--- config.mk ---
export PLATFORM = sky130hd
export DESIGN_NAME = dmap_prog_port
export DESIGN_NICKNAME = d
export VERILOG_FILES = /design/src/rtl/dmap_pkg.sv /design/src/rtl/dmap_byte_ptr.sv /design/src/rtl/dmap_chan_regs.sv /design/src/rtl/dmap_ctrl_regs.sv /design/src/rtl/dmap_prog_port.sv
export SDC_FILE = /design/constraint.sdc
export NUM_CORES = 1
export LEC_CHECK = 0
export ABC_AREA = 1
export BUFFER_PORTS_ARGS = -buffer_cell sky130_fd_sc_hd__buf_2
export CAP_MARGIN = 10
export CELL_PAD_IN_SITES_DETAIL_PLACEMENT = 1
export CELL_PAD_IN_SITES_GLOBAL_PLACEMENT = 2
export CORE_MARGIN = 5
export CORE_UTILIZATION = 27
export CTS_BUF_LIST = sky130_fd_sc_hd__clkbuf_4 sky130_fd_sc_hd__clkbuf_8
export CTS_CLUSTER_DIAMETER = 120
export CTS_CLUSTER_SIZE = 8
export DETAILED_ROUTE_END_ITERATION = 6
export GPL_ROUTABILITY_DRIVEN = 0
export PLACE_DENSITY_LB_ADDON = 0.12
export RECOVER_POWER = 100
export SKIP_CTS_REPAIR_TIMING = 1
export SYNTH_ARGS = -nofsm -noshare
export SYNTH_HDL_FRONTEND = slang
export SYNTH_SLANG_ARGS = --single-unit
--- constraint.sdc ---
create_clock -name clk_i -period 1.6 [get_ports clk_i]
set_input_delay 0.16 -clock clk_i [delete_from_list [all_inputs] [get_ports clk_i]]
set_output_delay 0.16 -clock clk_i [all_outputs]
set_load 0.03 [all_outputs]
--- src/rtl/dmap_pkg.sv ---
package dmap_pkg;
  localparam int unsigned AW = 4;

  typedef enum logic [AW-1:0] {
    OFS_CMD      = 4'h8,
    OFS_MASK_ONE = 4'hA,
    OFS_MODE     = 4'hB,
    OFS_CLR_PTR  = 4'hC,
    OFS_MCLR     = 4'hD,
    OFS_CLR_MASK = 4'hE,
    OFS_MASK_ALL = 4'hF
  } ofs_e;

  typedef struct packed {
    logic ch_acc;
    logic ch_wr;
    logic cmd_wr;
    logic stat_rd;
    logic mask_one_wr;
    logic mode_wr;
    logic clr_ptr_wr;
    logic mclr_wr;
    logic clr_mask_wr;
    logic mask_all_wr;
  } dec_t;
endpackage

--- src/rtl/dmap_byte_ptr.sv ---
module dmap_byte_ptr (
  input  logic clk_i,
  input  logic rst_ni,
  input  logic clear_i,
  input  logic toggle_i,
  output logic hi_o
);
  always_ff @(posedge clk_i or negedge rst_ni) begin
    if (!rst_ni)       hi_o <= 1'b0;
    else if (clear_i)  hi_o <= 1'b0;
    else if (toggle_i) hi_o <= ~hi_o;
  end
endmodule

--- src/rtl/dmap_chan_regs.sv ---
module dmap_chan_regs #(
  parameter int unsigned NCH = 4,
  parameter int unsigned DW  = 8
) (
  input  logic                           clk_i,
  input  logic                           rst_ni,
  input  logic                           wr_i,
  input  logic [$clog2(NCH):0]           sel_i,
  input  logic                           hi_i,
  input  logic                           mode_wr_i,
  input  logic [DW-1:0]                  wdata_i,
  output logic [NCH*2*DW-1:0]            base_addr_o,
  output logic [NCH*2*DW-1:0]            base_cnt_o,
  output logic [NCH*(DW-$clog2(NCH))-1:0] mode_o
);
  localparam int unsigned CH_W = $clog2(NCH);
  localparam int unsigned VW   = 2 * DW;
  localparam int unsigned MW   = DW - CH_W;

  logic [CH_W-1:0] ch_sel;
  logic            is_cnt;
  assign ch_sel = sel_i[CH_W:1];
  assign is_cnt = sel_i[0];

  for (genvar c = 0; c < NCH; c++) begin : g_ch
    logic [VW-1:0] addr_q, cnt_q;
    logic [MW-1:0] mode_q;
    logic          hit;
    assign hit = wr_i && (ch_sel == CH_W'(c));

    always_ff @(posedge clk_i or negedge rst_ni) begin
      if (!rst_ni) begin
        addr_q <= '0;
        cnt_q  <= '0;
      end else if (hit) begin
        if (is_cnt) begin
          if (hi_i) cnt_q[VW-1:DW]  <= wdata_i;
          else      cnt_q[DW-1:0]   <= wdata_i;
        end else begin
          if (hi_i) addr_q[VW-1:DW] <= wdata_i;
          else      addr_q[DW-1:0]  <= wdata_i;
        end
      end
    end

    always_ff @(posedge clk_i or negedge rst_ni) begin
      if (!rst_ni)
        mode_q <= '0;
      else if (mode_wr_i && (wdata_i[CH_W-1:0] == CH_W'(c)))
        mode_q <= wdata_i[DW-1:CH_W];
    end

    assign base_addr_o[c*VW +: VW] = addr_q;
    assign base_cnt_o[c*VW +: VW]  = cnt_q;
    assign mode_o[c*MW +: MW]      = mode_q;
  end
endmodule

--- src/rtl/dmap_ctrl_regs.sv ---
module dmap_ctrl_regs #(
  parameter int unsigned NCH = 4,
  parameter int unsigned DW  = 8
) (
  input  logic             clk_i,
  input  logic             rst_ni,
  input  dmap_pkg::dec_t   dec_i,
  input  logic [DW-1:0]    wdata_i,
  input  logic [NCH-1:0]   tc_i,
  input  logic [NCH-1:0]   req_i,
  output logic [NCH-1:0]   mask_o,
  output logic [DW-1:0]    cmd_o,
  output logic [2*NCH-1:0] status_o
);
  localparam int unsigned CH_W    = $clog2(NCH);
  localparam int unsigned MSK_BIT = 2;

  logic [NCH-1:0] tc_q;

  always_ff @(posedge clk_i or negedge rst_ni) begin
    if (!rst_ni)                mask_o <= '1;
    else if (dec_i.mclr_wr)     mask_o <= '1;
    else if (dec_i.clr_mask_wr) mask_o <= '0;
    else if (dec_i.mask_all_wr) mask_o <= wdata_i[NCH-1:0];
    else if (dec_i.mask_one_wr) mask_o[wdata_i[CH_W-1:0]] <= wdata_i[MSK_BIT];
  end

  always_ff @(posedge clk_i or negedge rst_ni) begin
    if (!rst_ni)            cmd_o <= '0;
    else if (dec_i.mclr_wr) cmd_o <= '0;
    else if (dec_i.cmd_wr)  cmd_o <= wdata_i;
  end

  // a pulse arriving with the status read survives the clear
  always_ff @(posedge clk_i or negedge rst_ni) begin
    if (!rst_ni)            tc_q <= '0;
    else if (dec_i.mclr_wr) tc_q <= tc_i;
    else                    tc_q <= (dec_i.stat_rd ? '0 : tc_q) | tc_i;
  end

  assign status_o = {req_i, tc_q};
endmodule

--- src/rtl/dmap_prog_port.sv ---
module dmap_prog_port #(
  parameter int unsigned NCH = 4,
  parameter int unsigned DW  = 8
) (
  input  logic                             clk_i,
  input  logic                             rst_ni,
  input  logic                             wr_i,
  input  logic                             rd_i,
  input  logic [dmap_pkg::AW-1:0]          addr_i,
  input  logic [DW-1:0]                    wdata_i,
  output logic [DW-1:0]                    rdata_o,
  input  logic [NCH*2*DW-1:0]              cur_addr_i,
  input  logic [NCH*2*DW-1:0]              cur_cnt_i,
  input  logic [NCH-1:0]                   tc_i,
  input  logic [NCH-1:0]                   req_i,
  output logic [NCH*2*DW-1:0]              base_addr_o,
  output logic [NCH*2*DW-1:0]              base_cnt_o,
  output logic [NCH*(DW-$clog2(NCH))-1:0]  mode_o,
  output logic [NCH-1:0]                   mask_o,
  output logic [DW-1:0]                    cmd_o
);
  import dmap_pkg::*;

  localparam int unsigned CH_W = $clog2(NCH);
  localparam int unsigned VW   = 2 * DW;
  localparam logic [AW-1:0] CH_LIM = AW'(2 * NCH);

  dec_t             dec;
  logic             ptr_hi;
  logic [2*NCH-1:0] status;
  logic             in_ch;

  assign in_ch = addr_i < CH_LIM;

  always_comb begin
    dec             = '0;
    dec.ch_acc      = (wr_i || rd_i) && in_ch;
    dec.ch_wr       = wr_i && in_ch;
    dec.stat_rd     = rd_i && (addr_i == OFS_CMD);
    if (wr_i) begin
      unique case (addr_i)
        OFS_CMD:      dec.cmd_wr      = 1'b1;
        OFS_MASK_ONE: dec.mask_one_wr = 1'b1;
        OFS_MODE:     dec.mode_wr     = 1'b1;
        OFS_CLR_PTR:  dec.clr_ptr_wr  = 1'b1;
        OFS_MCLR:     dec.mclr_wr     = 1'b1;
        OFS_CLR_MASK: dec.clr_mask_wr = 1'b1;
        OFS_MASK_ALL: dec.mask_all_wr = 1'b1;
        default: ;
      endcase
    end
  end

  dmap_byte_ptr u_ptr (
    .clk_i    (clk_i),
    .rst_ni   (rst_ni),
    .clear_i  (dec.clr_ptr_wr || dec.mclr_wr),
    .toggle_i (dec.ch_acc),
    .hi_o     (ptr_hi)
  );

  dmap_chan_regs #(.NCH(NCH), .DW(DW)) u_chan (
    .clk_i       (clk_i),
    .rst_ni      (rst_ni),
    .wr_i        (dec.ch_wr),
    .sel_i       (addr_i[CH_W:0]),
    .hi_i        (ptr_hi),
    .mode_wr_i   (dec.mode_wr),
    .wdata_i     (wdata_i),
    .base_addr_o (base_addr_o),
    .base_cnt_o  (base_cnt_o),
    .mode_o      (mode_o)
  );

  dmap_ctrl_regs #(.NCH(NCH), .DW(DW)) u_ctrl (
    .clk_i    (clk_i),
    .rst_ni   (rst_ni),
    .dec_i    (dec),
    .wdata_i  (wdata_i),
    .tc_i     (tc_i),
    .req_i    (req_i),
    .mask_o   (mask_o),
    .cmd_o    (cmd_o),
    .status_o (status)
  );

  logic [CH_W-1:0] rd_ch;
  logic [VW-1:0]   rd_word;
  assign rd_ch   = addr_i[CH_W:1];
  assign rd_word = addr_i[0] ? cur_cnt_i[rd_ch*VW +: VW] : cur_addr_i[rd_ch*VW +: VW];

  always_comb begin
    rdata_o = '0;
    if (rd_i) begin
      if (in_ch)                   rdata_o = ptr_hi ? rd_word[VW-1:DW] : rd_word[DW-1:0];
      else if (addr_i == OFS_CMD)  rdata_o = DW'(status);
    end
  end
endmodule

==> summary.md <==
| Metric | Value |
|---|---|
| Layout cells sized above 1 | `0.347` |
| TritonCTS clock tree | `yes` |
| Final Skew | `0.0110 ns` |
| Pwr Total | `0.0151 W` |
| Leading area contributor after synthesis | `dfrtp_1` |
| Worst hold path type | `input port to flop` |
| Status | `finished, violations left` |
| Util after Layout | `0.387` |
| Maximum vdd drop | `0.000687 V` |
| Residual DRC | `0` |
| Final net count | `1,492` |
| # clock sinks | `169` |
| Seq/Total Area, Yosys | `0.544` |
| Synth area leaders | `dfrtp_1, nand2_1, o21ai_0` |
| Startpoint Class | `input port` |
| Post-Syn Nets | `1,146` |
| Worst Setup End Kind | `primary output` |
| Worst EP required | `1.44 ns` |
| Antenna violations before repair | `0` |
| Core ar. | `28,500 sq um` |
| Max-Cap Viols | `0` |
| Post-DP HPWL | `24.2 mm` |
| Die area | `32,300 sq um` |
| Cells after DPL | `1,692` |
| Highest Clock Rate | `622 MHz` |
| GRT Total Usage | `0.196` |
| Most frequent cells in the layout | `nand2_1, buf_2, dfrtp_1` |
| Syn avg cell area | `7.83 sq um` |
| Die Y-Extent | `180 microns` |
| Power per cell area | `1370 nW/um^2` |
| Worst-path maximum fanout | `11` |
| Vias/cell | `4.49` |
| DRT Pass-1 Iters | `4` |
| Layout fillers | `3,580` |
| Met2 GRT Util | `0.333` |
| Cells on worst reg2reg path | `6` |
| Worst R2R End | `u_chan.g_ch[0].addr_q[4]` |
| Worst-Margin Slew | `1.19 ns` |
| CTS H-Tree Depth | `4` |
| Clock Tree Root | `clkbuf_8` |
| Num rows | `62` |
| I/O pins | `324` |
| Final Cell Area | `11,100 sq um` |
| RSZ-0062 raised after global routing | `yes` |
| Register bit total from synthesis | `169` |
| Count of pins over their slew limit | `0` |
| Post-Syn Area | `7780 sq um` |
| Hold path depth | `4` |
| Wire per inst | `19.1 microns` |
| Grt ovf | `0` |
| DRT antenna net count | `0` |
| CTS Buf Count | `17` |
| Final cell count without fillers | `1,737` |
| Cell variety after synth | `23` |
| WL final | `33.1 mm` |
| Reg-to-reg critical path startpoint | `u_ptr.hi_o` |
| Clock Pin Slew Worst Setup and Hold Paths | `0.09 ns` |
| Worst-Skew Late Latency | `0.45 ns` |
| Reg area | `4240 sq um` |
| Fin crit share | `1.00` |
| Fin crit period | `1.61 ns` |
| CP Capture Point | `rdata_o[4]` |
| Failing checks | `negative setup slack` |
| Largest net degree at the start of global routing | `48` |
| Critical path arrival | `1.45 ns` |
| Met1 track demand over resource | `0.253` |
| Endpoints failing hold | `0` |
| Leak pwr | `6.04 nW` |
| Most common cell after layout, fill and taps aside | `nand2_1` |
| Critical Path Start | `addr_i[0]` |
| Total number of vias | `7,806` |
| Warnings from Yosys | `0` |
| Syn Inst Count | `994` |
| Die width | `180 microns` |
| Vias in the first global route | `8,214` |
| First-pass GRT wire length | `49.8 mm` |
| Setup slack, reg-to-reg | `0.17 ns` |
| Initial DRC Count | `276` |
| Placed cell area | `10,200 sq um` |
| Post-synth top area share | `0.531` |
| Multi-input logic area | `3300 sq um` |
| Setup ws final | `-0.00648 ns` |
| CTS Buffer Depth | `2` |
| Final setup violation count | `4` |
| IO Port Bufs | `323` |
| CP Class | `input port to primary output` |
| Max_slew headroom | `0.209` |
| P&R area growth vs syn | `42.2%` |
| Initial Util | `0.273` |
| GR Layer Usage met3 | `0.0507` |
| Grt peak-use layer | `met2` |
==> report_power, final <==
group          total (W)  switching (W)  internal, W
combinational    0.00565        0.00396      0.00168
clock            0.00361        0.00171      0.00190
sequential       0.00587       0.000555      0.00531
total             0.0151        0.00623      0.00890
==> stage by stage <==
stage               hold slack, ns  setup TNS, ns  setup WS, ns
floorplan                   -0.136              0         0.219
global placement             0.163         -0.128       -0.0424
global route                0.0420         -0.648       -0.0935
CTS                         -0.354          -1.85        -0.258
finish                      0.0556        -0.0170      -0.00648
detailed placement           0.164         -0.201       -0.0371
==> layer usage <==
metal | part of all wire | vias up | wire, microns
met4 | 0.016 | 0 | 531
li1 | - | 3873 | -
met5 | 0 | - | 0
met3 | 0.053 | 27 | 1750
met2 | 0.49 | 218 | 16300
met1 | 0.44 | 3688 | 14600
==> cell families (layout without fill, tap and decap cells) <==
logic type,Yosys count,count (layout),synth area share
compound gates,185,185,0.122
buf+inv,87,445,0.0473
flops,169,169,0.544
other cells,0,1,0
simple gates,553,553,0.286
==> synth_stat cells, drive strengths merged <==
cell,instances
buf,34
a21oi,8
nor2,16
inv,23
nand3,56
o22ai,2
nand2,475
clkbuf,29
clkinv,1
a31o,4
dfrtp,165
o21ai,168
dfstp,4
nor3,6
a22oi,3
==> how the worst min path moves through the flow <==
stage	slack (ns)	startpoint	to
after CTS	-0.35	rst_ni	u_chan.g_ch[0].mode_q[4]
after global placement	0.16	rst_ni	u_chan.g_ch[0].mode_q[4]
after detailed placement	0.16	rst_ni	u_chan.g_ch[0].mode_q[4]
after global routing	0.04	rd_i	u_ptr.hi_o
final	0.06	rd_i	u_ptr.hi_o
after floorplan	-0.14	rst_ni	u_chan.g_ch[0].addr_q[0]
==> worst max-delay path, stage by stage <==
cell and delay [ns]:
buf_4 0.16, inv_4 0.14, clkbuf_16 0.19, nand2_1 0.06, nand2_1 0.09, nand2_1 0.05, nand3_1 0.08, nand2_1 0.12
nand2_4 0.09, nand3_2 0.06, nand2_1 0.10, buf_6 0.13
==> area by class of cell <==
cell class | count | area share
Tap cell | 384 | 0.0434
Timing Repair Buffer | 390 | 0.225
Inverter | 24 | 0.00837
Antenna cell | 1 | 0.000226
Multi-Input combinational cell | 738 | 0.298
Clock inverter | 14 | 0.0212
Clock buffer | 17 | 0.0212
Sequential cell | 169 | 0.383
==> state kept, by name, summed over array words and instances, names as in the netlist <==
| register | flops |
|---|---|
| u_chan.g_ch.mode_q | 24 |
| u_ctrl.tc_q | 4 |
| u_chan.g_ch.addr_q | 64 |
| u_ctrl.cmd_o | 8 |
| u_ptr.hi_o | 1 |
| u_ctrl.mask_o | 4 |
| u_chan.g_ch.cnt_q | 64 |
(Power assumes the default switching activity.)
